[src/rtl/clkfrac_pkg.sv]
package clkfrac_pkg;

    localparam int FRAC_W = 6;
    localparam int LANE_W = 8;
    localparam int GATE_POS = LANE_W - 1;
    localparam int RSV_POS = FRAC_W;

    // Write mode, chosen by address bits [3:2]
    typedef enum logic [1:0] {
        OP_LOAD  = 2'd0,
        OP_SET   = 2'd1,
        OP_CLEAR = 2'd2,
        OP_FLIP  = 2'd3
    } wr_op_e;

    // Per-cycle bus access state
    typedef enum logic [1:0] {
        IDLE         = 2'd0,
        ACCESS_WRITE = 2'd1,
        ACCESS_READ  = 2'd2,
        ACCESS_BOTH  = 2'd3
    } acc_state_e;

    typedef struct packed {
        logic              gate;
        logic [FRAC_W-1:0] frac;
    } lane_t;

endpackage

[src/rtl/clkfrac_decode.sv]
module clkfrac_decode
    import clkfrac_pkg::*;
#(
    parameter int ADDR_W = 4
) (
    input  logic [ADDR_W-1:0] bus_addr,
    input  logic              bus_we,
    input  logic              bus_re,
    output acc_state_e        acc_state,
    output wr_op_e            wr_op
);

    always_comb begin
        unique case ({bus_re, bus_we})
            2'b00:   acc_state = IDLE;
            2'b01:   acc_state = ACCESS_WRITE;
            2'b10:   acc_state = ACCESS_READ;
            default: acc_state = ACCESS_BOTH;
        endcase
    end

    always_comb begin
        unique case (bus_addr[3:2])
            2'd0:    wr_op = OP_LOAD;
            2'd1:    wr_op = OP_SET;
            2'd2:    wr_op = OP_CLEAR;
            default: wr_op = OP_FLIP;
        endcase
    end

endmodule

[src/rtl/clkfrac_lane.sv]
module clkfrac_lane
    import clkfrac_pkg::*;
#(
    parameter int FRAC_MIN   = 12,
    parameter int FRAC_MAX   = 35,
    parameter int RESET_FRAC = 18
) (
    input  logic              clk,
    input  logic              rst_n,
    input  logic              wr_en,
    input  wr_op_e            wr_op,
    input  logic [LANE_W-1:0] wr_byte,
    output logic [LANE_W-1:0] lane_byte,
    output logic [FRAC_W-1:0] frac,
    output logic              clk_en,
    output logic              range_err
);

    lane_t             lane_q;
    logic [LANE_W-1:0] cur_byte;
    logic [LANE_W-1:0] nxt_byte;

    // Reserved bit is never stored and always reads as zero
    assign cur_byte = {lane_q.gate, 1'b0, lane_q.frac};

    always_comb begin
        unique case (wr_op)
            OP_LOAD:  nxt_byte = wr_byte;
            OP_SET:   nxt_byte = cur_byte | wr_byte;
            OP_CLEAR: nxt_byte = cur_byte & ~wr_byte;
            OP_FLIP:  nxt_byte = cur_byte ^ wr_byte;
            default:  nxt_byte = cur_byte;
        endcase
    end

    always_ff @(posedge clk or negedge rst_n) begin
        if (!rst_n) begin
            lane_q.gate <= 1'b1;
            lane_q.frac <= FRAC_W'(RESET_FRAC);
        end else if (wr_en) begin
            lane_q.gate <= nxt_byte[GATE_POS];
            lane_q.frac <= nxt_byte[FRAC_W-1:0];
        end
    end

    assign lane_byte = cur_byte;
    assign frac      = lane_q.frac;
    assign clk_en    = ~lane_q.gate;
    assign range_err = (lane_q.frac < FRAC_W'(FRAC_MIN)) ||
                       (lane_q.frac > FRAC_W'(FRAC_MAX));

endmodule

[src/rtl/clkfrac_ctrl_bank.sv]
module clkfrac_ctrl_bank
    import clkfrac_pkg::*;
#(
    parameter int LANES      = 4,
    parameter int ADDR_W     = 4,
    parameter int FRAC_MIN   = 12,
    parameter int FRAC_MAX   = 35,
    parameter int RESET_FRAC = 18,
    localparam int DATA_W    = LANES * LANE_W,
    localparam int FRACS_W   = LANES * FRAC_W
) (
    input  logic               clk,
    input  logic               rst_n,
    input  logic [ADDR_W-1:0]  bus_addr,
    input  logic               bus_we,
    input  logic [DATA_W-1:0]  bus_wdata,
    input  logic               bus_re,
    output logic [DATA_W-1:0]  bus_rdata,
    output logic [FRACS_W-1:0] lane_frac,
    output logic [LANES-1:0]   lane_clk_en,
    output logic [LANES-1:0]   lane_range_err
);

    acc_state_e        acc_state;
    wr_op_e            wr_op;
    logic              do_write;
    logic              do_read;
    logic [DATA_W-1:0] word_now;
    logic [DATA_W-1:0] rdata_q;

    clkfrac_decode #(.ADDR_W(ADDR_W)) u_decode (
        .bus_addr  (bus_addr),
        .bus_we    (bus_we),
        .bus_re    (bus_re),
        .acc_state (acc_state),
        .wr_op     (wr_op)
    );

    // Output process of the access state machine
    always_comb begin
        do_write = 1'b0;
        do_read  = 1'b0;
        unique case (acc_state)
            IDLE:         ;
            ACCESS_WRITE: do_write = 1'b1;
            ACCESS_READ:  do_read  = 1'b1;
            ACCESS_BOTH: begin
                do_write = 1'b1;
                do_read  = 1'b1;
            end
            default:      ;
        endcase
    end

    for (genvar n = 0; n < LANES; n++) begin : g_lane
        clkfrac_lane #(
            .FRAC_MIN   (FRAC_MIN),
            .FRAC_MAX   (FRAC_MAX),
            .RESET_FRAC (RESET_FRAC)
        ) u_lane (
            .clk       (clk),
            .rst_n     (rst_n),
            .wr_en     (do_write),
            .wr_op     (wr_op),
            .wr_byte   (bus_wdata[n*LANE_W +: LANE_W]),
            .lane_byte (word_now[n*LANE_W +: LANE_W]),
            .frac      (lane_frac[n*FRAC_W +: FRAC_W]),
            .clk_en    (lane_clk_en[n]),
            .range_err (lane_range_err[n])
        );
    end

    // Read-data holding register
    always_ff @(posedge clk or negedge rst_n) begin
        if (!rst_n) begin
            rdata_q <= '0;
        end else if (do_read) begin
            rdata_q <= word_now;
        end
    end

    assign bus_rdata = rdata_q;

endmodule

[config.mk]
export PLATFORM = sky130hd
export DESIGN_NAME = clkfrac_ctrl_bank
export DESIGN_NICKNAME = d
export VERILOG_FILES = /design/src/rtl/clkfrac_pkg.sv /design/src/rtl/clkfrac_decode.sv /design/src/rtl/clkfrac_lane.sv /design/src/rtl/clkfrac_ctrl_bank.sv
export SDC_FILE = /design/constraint.sdc
export NUM_CORES = 1
export LEC_CHECK = 0
export BUFFER_PORTS_ARGS = -buffer_cell sky130_fd_sc_hd__buf_2
export CORE_MARGIN = 1.5
export CORE_UTILIZATION = 30
export DETAILED_ROUTE_END_ITERATION = 10
export HOLD_SLACK_MARGIN = 0.15
export SLEW_MARGIN = 20
export SYNTH_ARGS = -nofsm -noshare
export SYNTH_HDL_FRONTEND = slang
export SYNTH_SLANG_ARGS = --single-unit
[constraint.sdc]
create_clock -name clk -period 1.7 [get_ports clk]
set_input_delay 0.425 -clock clk [delete_from_list [all_inputs] [get_ports clk]]
set_output_delay 0.425 -clock clk [all_outputs]
set_load 0.01 [all_outputs]
======== Word level (Yosys, flattened, before mapping) ========
Cells that the tools add are included.
word-level totals
  register bits after elaboration ......... 56
  bits in latches ......................... 0
  bits in writable memories ............... 0
  ROM bits ................................ 0
  bits of input ports ..................... 40
  word-level logic and storage cells ...... 64
  memories ................................ 0
cells by class
  add/sub/neg operators ................... 0
  multiply operators ...................... 0
  divide/modulo/power cells ............... 0
  $lt $le $gt $ge ......................... 8
  eq/ne operators ......................... 10
  shift-type cells ........................ 0
  mux-type cells .......................... 8
  bitwise gates (word level) .............. 20
  reductions and logical operators ........ 9
operators by type and width
  kind                count
  $pmux 8 s4          4
  $and 8x8->8         4
  $not 8->8           4
  $or 8x8->8          4
  $xor 8x8->8         4
  $gt 6x6->1 const B  4
  $lt 6x4->1 const B  4
  $eq 2x2->1 const B  6
  $pmux 2 s3          2
  $eq 2x1->1 const B  4
  $logic_not 2->1     3
  $logic_or 1x1->1    4
  $not 1->1           4
  $reduce_or 2->1     2
  $mux 1              2

======== Longest topological paths before layout ========
Gate-level depths: netlist of the first run.
  depth after elaboration ................. 5
  mapped depth ............................ 6
  depth with buffers taken out ............ 5

======== Cells and area by module ========
Synthesis of the first run repeated with hierarchy kept, for this count alone.
unflattened totals
  cell total of the unflattened synthesis .. 393
  area, all modules ....................... 4541.9 sq um
modules (own cells, without submodules)
  module             instances  cells an instance  area each (sq um)  seq. area each (sq um)
  clkfrac_lane       4          80                 794.5              178.9
  clkfrac_ctrl_bank  1          69                 1348.8             800.8
  clkfrac_decode     1          4                  15.0               0.0

======== Worst setup path before layout of the first run ========
OpenSTA, ideal clock, no wires.
  path kind ............................... flip-flop to flip-flop
  start point ............................. register g_lane[2].u_lane.frac[4] (netlist name)
  end point ............................... register g_lane[2].u_lane.frac[4] (netlist name)
  data arrival time ....................... 1.244 ns
  required time ........................... 1.616 ns
  setup slack ............................. 0.372 ns
  stages on the path, launching flop included .. 6
  path buffers ............................ 0
  clock period less this slack ............ 1.328 ns
  path through ............................ dfstp_2 -> inv_1 -> ha_1 -> mux2_2 -> o22ai_1 -> a21oi_1
between the ends
  word-level cells in the longest chain between the ends .. 2
  elaborated cells between the ends (all ways) .. 4
  classes of those cells .................. mux: 1; bitwise: 3
RTL lines
  item                                       RTL line            RTL
  $xor 8x8->8, or another cell as far along  clkfrac_lane.sv:31  OP_FLIP: nxt_byte = cur_byte ^ wr_byte;
  $pmux 8 s4 *                               clkfrac_lane.sv:27  unique case (wr_op)
Every way passes the cells marked *; elsewhere a longest branch is shown, timed or not.
A chain may end at the register's enable or synchronous reset.

======== Worst setup path after layout of the first run ========
  start point ............................. register g_lane[3].u_lane.frac[4] (netlist name)
  end point ............................... output port lane_range_err[3]
between the ends
  word-level cells in the longest chain between the ends .. 2
  elaborated cells between the ends (all ways) .. 3
  classes of those cells .................. order compare: 2; reduce/logical: 1
RTL lines
  item                                             RTL line                                RTL
  $lt 6x4->1 / $gt 6x6->1 (equally long branches)  clkfrac_lane.sv:49, clkfrac_lane.sv:50
  $logic_or 1x1->1 *                               clkfrac_lane.sv:49                      assign range_err = (lane_q.frac < FRAC_W'(FRAC_MIN)) ||
  end: declaration                                 clkfrac_ctrl_bank.sv:21                 output logic [LANES-1:0] lane_range_err
Marked as above.

==> results.py, run 1 <==
metrics = {
    "status": {
        "outcome": "complete, no violations",
    },
    "hold_path": {
        "holdPathEnd": "g_lane[0].u_lane.lane_byte[7]",
        "holdPathStages": 3,
        "worst_hold_path_type": "in2reg",
        "min_from": "bus_wdata[7]",
    },
    "layout": {
        "layout_common_cells": "buf_2 (93), mux2_2 (56), ha_1 (56)",
        "multiInputGateArea_um2": 1989,
        "antenna_cells": 0,
        "area_growth_pct": 16.88,
        "seqCellArea_um2": 1423,
        "layout_commonest_cell": "buf_2",
        "fillerInstances": 1342,
        "finish.net_count": 569,
        "final_core_util_pct": 35.74,
        "drive_gt1_share_pct": 42.41,
        "fin_cells": 650,
    },
    "timing": {
        "fmax_ghz": 0.6037,
        "hold_viol_final": 0,
        "final.setup.tns_ns": 0,
        "setup_viol": 0,
        "finClkSkew_ns": 0.003866,
        "period_needed_ns": 1.656,
        "rsz0062_at_grt": "yes",
        "setup_ws_ns": 0.04368,
        "fin_crit_sh_pct": 97.43,
        "final-max-slew-violation-count": 0,
    },
    "synth": {
        "ys_seq_elements": 56,
        "synth.avg_cell_area_um2": 9.871,
        "synth_cells": 407,
        "ys_seq_area_share_pct": 35.25,
        "synth_top_area_share_pct": 27.41,
        "syn-cell-area_um2": 4018,
        "synth.yosys.warnings": 0,
        "synth_top_area_cell": "dfrtp_1",
        "synth.distinct_cells": 18,
        "synthTopCellsByArea": "dfrtp_1 (27%), ha_1 (17%), mux2_2 (16%), dfstp_2 (7.8%), buf_4 (7.3%)",
    },
    "pwr": {
        "vdd_drop_max_v": 0.0005564,
        "power.leakage_nw": 2.296,
        "power_density_nw_per_um2": 948.5,
    },
    "critical_path": {
        "crit_chain": "inv_2, o211ai_1, o21ai_1, buf_2",
        "cp-end-kind": "primary output",
        "r2r_setup_slack_ns": 0.20,
        "crit_path_start_kind": "register",
        "timing.critical_path.buf_inv": 2,
        "r2r_cells": 6,
        "slowest_stage": "dfstp_2",
        "setup.worst_path.class": "reg2out",
        "crit_required_ns": 1.27,
        "cp_top_family": "flip-flops",
        "reg2reg_to": "g_lane[0].u_lane.frac[4]",
        "slowest_delay_ns": 0.56,
        "crit_path_max_fanout": 3,
        "rr_startpoint": "g_lane[0].u_lane.frac[4]",
        "crit_arrival_ns": 1.23,
    },
    "placed_design": {
        "port_buffers": 93,
        "dpl.cell_count": 632,
        "dp_hpwl_um": 6252,
        "place.gp.congestion": 0.7418,
        "pre_cts_ws_ns": 0.1856,
    },
    "floorplanning": {
        "rows": 42,
        "dieArea_um2": 14100,
        "die_w_um": 118.7,
        "initial_core_util_pct": 30.58,
        "io-pin-count": 104,
        "core_area_um2": 13140,
        "die-height_um": 118.7,
    },
    "grt": {
        "antenna_found_initial": 0,
        "grt_max_degree": 57,
        "track_usage_pct": 13.32,
        "grt_pass1_vias": 3091,
        "grt_pass1_wl_um": 14960,
        "grt-ovfl-total": 0,
    },
    "cts": {
        "clockRootBuffer": "clkbuf_16",
        "clock_path_buffers": 2,
        "cts_max_level": 2,
        "clock_latency_ns": 0.30,
        "cts_tree": "done",
        "cts_made_buffers": 5,
        "clk_pin_slew_ns": 0.08,
        "clkSinkCount": 56,
    },
    "route": {
        "drcViolationCount": 0,
        "avgRoutedWirePerCell_um": 14.07,
        "vias": 3040,
        "dr.pass1.iters": 4,
        "wl_um": 9146,
        "first_iter_violations": 85,
        "postRouteAntennaNets": 0,
        "viasPerCell": 4.677,
    },
    "flow_run": {
        "maxCapViolCount": 0,
    },
}
## final cells by class
type,count,area share (%)
clock buffers,5,2.665
inverters,56,4.476
flip-flops and latches,56,30.30
repair buffers,112,14.60
multi-input cells,242,42.37
clock inverters,3,0.9059
well taps,176,4.690
## synthesized netlist by cell type
cell type,count
o211ai_1,4
clkbuf_2,1
dfstp_2,12
buf_4,39
o22ai_1,28
nor3_1,4
a21oi_1,28
ha_1,56
buf_2,10
inv_1,56
dfrtp_1,44
o21ai_1,22
buf_6,6
o21ai_0,10
nand2_1,29
mux2_2,56
conb_1,1
nor2b_1,1
## state kept, by name, summed over array words and instances (netlist names)
signal and flops:
g_lane.u_lane.frac 24, g_lane.u_lane.lane_byte 4, bus_rdata 28
## cell families after synthesis
family          Yosys count  share of synthesized area (%)
buf+inv                 112                          15.57
mux                      56                          15.70
fa+ha+maj                56                          17.44
other cells               1                        0.09334
compound gates           92                          12.58
simple gates             34                          3.363
flops                    56                          35.25
## tightest hold or removal path, cell delays in order
cell and delay, ns:
buf_2 0.10, o21ai_1 0.12, a21oi_1 0.07
## routing by layer
metal | GRT usage (%) | vias to the layer above | wire, um
li1 | - | 1470 | -
met1 | 16.34 | 1482 | 4124
met2 | 23.00 | 76 | 4462
met3 | 3.330 | 12 | 415
met4 | 3.991 | 0 | 143
met5 | 0 | - | 0
## through the flow
stage	area, um^2	power (mW)	hold slack, ns
3_3_place_gp	4444	3.114	0.4603
6_report	4696	4.454	0.4175
2_1_floorplan	4029	2.822	0.1294
3_5_place_dp	4444	3.207	0.4648
4_1_cts	4683	4.533	0.3984
5_1_grt	4696	4.763	0.4135
## where the power goes
part / internal, mW / leakage [nW] / switching, mW
combinational: 0.694 / 1.61 / 0.707
sequential: 1.62 / 0.602 / 0.210
clock: 0.695 / 0.0798 / 0.532
total: 3.01 / 2.30 / 1.45
## worst max-delay path by stage
stage / startpoint / to / slack (ns) / cells after the start
CTS: g_lane[0].u_lane.frac[4] / lane_range_err[0] / 0.004 / 4
global placement: bus_addr[2] / g_lane[0].u_lane.frac[5] / 0.23 / 5
finish: g_lane[3].u_lane.frac[4] / lane_range_err[3] / 0.04 / 4
detailed placement: bus_addr[2] / g_lane[0].u_lane.frac[5] / 0.19 / 5
floorplan: g_lane[2].u_lane.frac[4] / g_lane[2].u_lane.frac[4] / 0.37 / 5
global route: g_lane[2].u_lane.frac[4] / lane_range_err[2] / -0.05 / 4
## repair_timing
item,in CTS,in global routing
hold buffers,1,0
endpoints found under the hold margin,44,0
buffers inserted,8,1
endpoints found under the setup margin,4,4
resized for setup,3,14
Power figures use the tool's default switching activity.
==> run 2: changes to the inputs <==
--- a/config.mk
+++ b/config.mk
@@ -7,9 +7,10 @@
 export LEC_CHECK = 0
 export BUFFER_PORTS_ARGS = -buffer_cell sky130_fd_sc_hd__buf_2
 export CORE_MARGIN = 1.5
-export CORE_UTILIZATION = 30
+export CORE_UTILIZATION = 50
 export DETAILED_ROUTE_END_ITERATION = 10
 export HOLD_SLACK_MARGIN = 0.15
+export PLACE_DENSITY = 0.76
 export SLEW_MARGIN = 20
 export SYNTH_ARGS = -nofsm -noshare
 export SYNTH_HDL_FRONTEND = slang
==> constraint.sdc (replaced) <==
create_clock -name clk -period 1.95 [get_ports clk]
set_input_delay 0.4875 -clock clk [delete_from_list [all_inputs] [get_ports clk]]
set_output_delay 0.4875 -clock clk [all_outputs]
set_load 0.01 [all_outputs]
==> run 2 against run 1 <==
First-iteration DRC count down 26%. Power is 24% lower. Worst setup slack better by 0.084 ns. Register-to-register slack gained 0.29 ns. Sequential power down 13%. Highest routed layer unchanged. Non-clock buffer count fell by 12. Largest cell class unchanged. Critical path depth is the same. Flip-flop and latch count did not move. Global-route usage rose by 5.8 points.
==> results.py, run 2 (same netlist as run 1, synthesis figures left out) <==
metrics = {
    "status": {
        "outcome": "complete, no violations",
    },
    "pwr": {
        "total_power_mw": 3.404,
        "power_density_nw_per_um2": 771.1,
        "p_sw_share_pct": 33.73,
        "power.leakage_nw": 2.216,
        "power.switching_mw": 1.148,
        "vdd_drop_max_v": 0.0004193,
        "sequentialPowerShare_pct": 46.9,
        "internal-power_mw": 2.256,
        "power.share.clock_pct": 19.6,
        "p_comb_share_pct": 33.5,
    },
    "layout": {
        "design_area_um2": 4414,
        "largest_reg_flops": 28,
        "finish.net_count": 557,
        "area_growth_pct": 9.872,
        "layout_commonest_cell": "buf_2",
        "antenna_cells": 0,
        "fin_cells": 564,
        "final_core_util_pct": 56.83,
        "fillerInstances": 666,
        "drive_gt1_share_pct": 37.88,
        "layout_common_cells": "buf_2 (93), inv_1 (56), mux2_2 (56), ha_1 (56), dfrtp_1 (44)",
    },
    "cts": {
        "clock_latency_ns": 0.30,
        "clkSinkCount": 56,
        "clock_path_buffers": 2,
        "postCtsSetupBuffers": 0,
        "cts_made_buffers": 5,
        "hold_buffers": 0,
        "cts_max_level": 2,
        "cts-resized-gates": 0,
        "clockRootBuffer": "clkbuf_8",
        "cts_tree": "done",
        "clk_pin_slew_ns": 0.10,
    },
    "floorplanning": {
        "dieArea_um2": 8582,
        "initial_core_util_pct": 51.72,
        "io-pin-count": 104,
        "die_w_um": 92.64,
        "core_area_um2": 7767,
        "die-height_um": 92.64,
        "rows": 32,
    },
    "timing": {
        "setup_viol": 0,
        "period_needed_ns": 1.823,
        "fmax_ghz": 0.5487,
        "final-max-slew-violation-count": 0,
        "hold_viol_final": 0,
        "setup_ws_ns": 0.1274,
        "finClkSkew_ns": 0.003360,
        "fin_crit_sh_pct": 93.47,
        "final.setup.tns_ns": 0,
        "fin_hold_ws_ns": 0.1697,
        "rsz0062_at_grt": "no",
    },
    "route": {
        "dr.pass1.iters": 4,
        "vias": 2941,
        "viasPerCell": 5.215,
        "first_iter_violations": 63,
        "avgRoutedWirePerCell_um": 14.41,
        "drcViolationCount": 0,
        "wl_um": 8125,
        "postRouteAntennaNets": 0,
    },
    "grt": {
        "grt_pass1_wl_um": 13140,
        "globalRouteMet3Util_pct": 3.366,
        "busiest_layer": "met2",
        "grt.met2_usage_pct": 34.38,
        "track_usage_pct": 19.15,
        "antenna_found_initial": 0,
        "grt-ovfl-total": 0,
        "grt_pass1_vias": 2919,
        "grt_max_degree": 57,
        "use_met1_pct": 23.54,
    },
    "critical_path": {
        "crit_required_ns": 1.46,
        "crit_arrival_ns": 1.34,
        "r2r_cells": 5,
        "crit_path_start_kind": "register",
        "setup.worst_path.class": "reg2out",
        "crit_path_max_fanout": 6,
        "cp-end-kind": "primary output",
    },
    "placed_design": {
        "pre_cts_ws_ns": 0.4027,
        "dpl-instance-area_um2": 4324,
        "place.gp.congestion": 0.7393,
        "dp_hpwl_um": 5674,
        "dpl.cell_count": 556,
        "port_buffers": 93,
    },
    "flow_run": {
        "maxCapViolCount": 0,
    },
    "hold_path": {
        "worst_hold_path_type": "in2async",
    },
}
## run 2: cell count changes in the layout (fill, tap and decap cells not counted), moves of 2 or more
cell / delta
buf_4: -10
inv_1: +8
inv_2: -8
clkbuf_8: +6
clkbuf_16: -5
dfrtp_1: +5
dfrtp_2: -5
o21ai_0: +4
o21ai_1: -4
clkbuf_1: +2
## run 2: critical path, stage by stage (launching register included)
cell	delay [ns]
dfstp_2	0.60
inv_1	0.07
o211ai_1	0.08
o21ai_0	0.12
buf_2	0.15
## run 2: per-layer routing
layer	vias up	part of all wire (%)
met2	66	50
li1	1442	-
met1	1422	45
met4	0	1.4
met3	11	3.6
met5	-	0
## run 2: path summary, 6_finish.rpt
kind,from,slack (ns),end
setup / recovery,g_lane[2].u_lane.frac[4],0.13,lane_range_err[2]
hold / removal,rst_n,0.17,bus_rdata[27]
setup reg to reg,g_lane[2].u_lane.frac[4],0.49,g_lane[2].u_lane.frac[4]
hold reg to reg,bus_rdata[27],0.51,bus_rdata[27]
max in group asynchronous,rst_n,1.48,g_lane[2].u_lane.frac[4]
min in group clk,bus_wdata[9],0.47,g_lane[1].u_lane.frac[1]
## run 2: final cells by class
type                       instances  area, um^2  share of cell area, %
inverter                          56       210.2                  4.762
multi-input combinational        242        1989                  45.07
sequential                        56        1416                  32.09
tap                              102       127.6                  2.891
clock buffer                       8       90.09                  2.041
timing repair buffer             100       580.6                  13.15
## run 2: power by group through the flow
stage	combinational [mW]	sequential (mW)	clock [mW]
after detailed placement	1.15	1.62	0
after CTS	1.15	1.60	0.685
final	1.14	1.60	0.667
after floorplan	0.822	1.64	0
after global routing	1.28	1.63	0.733
after global placement	1.08	1.60	0
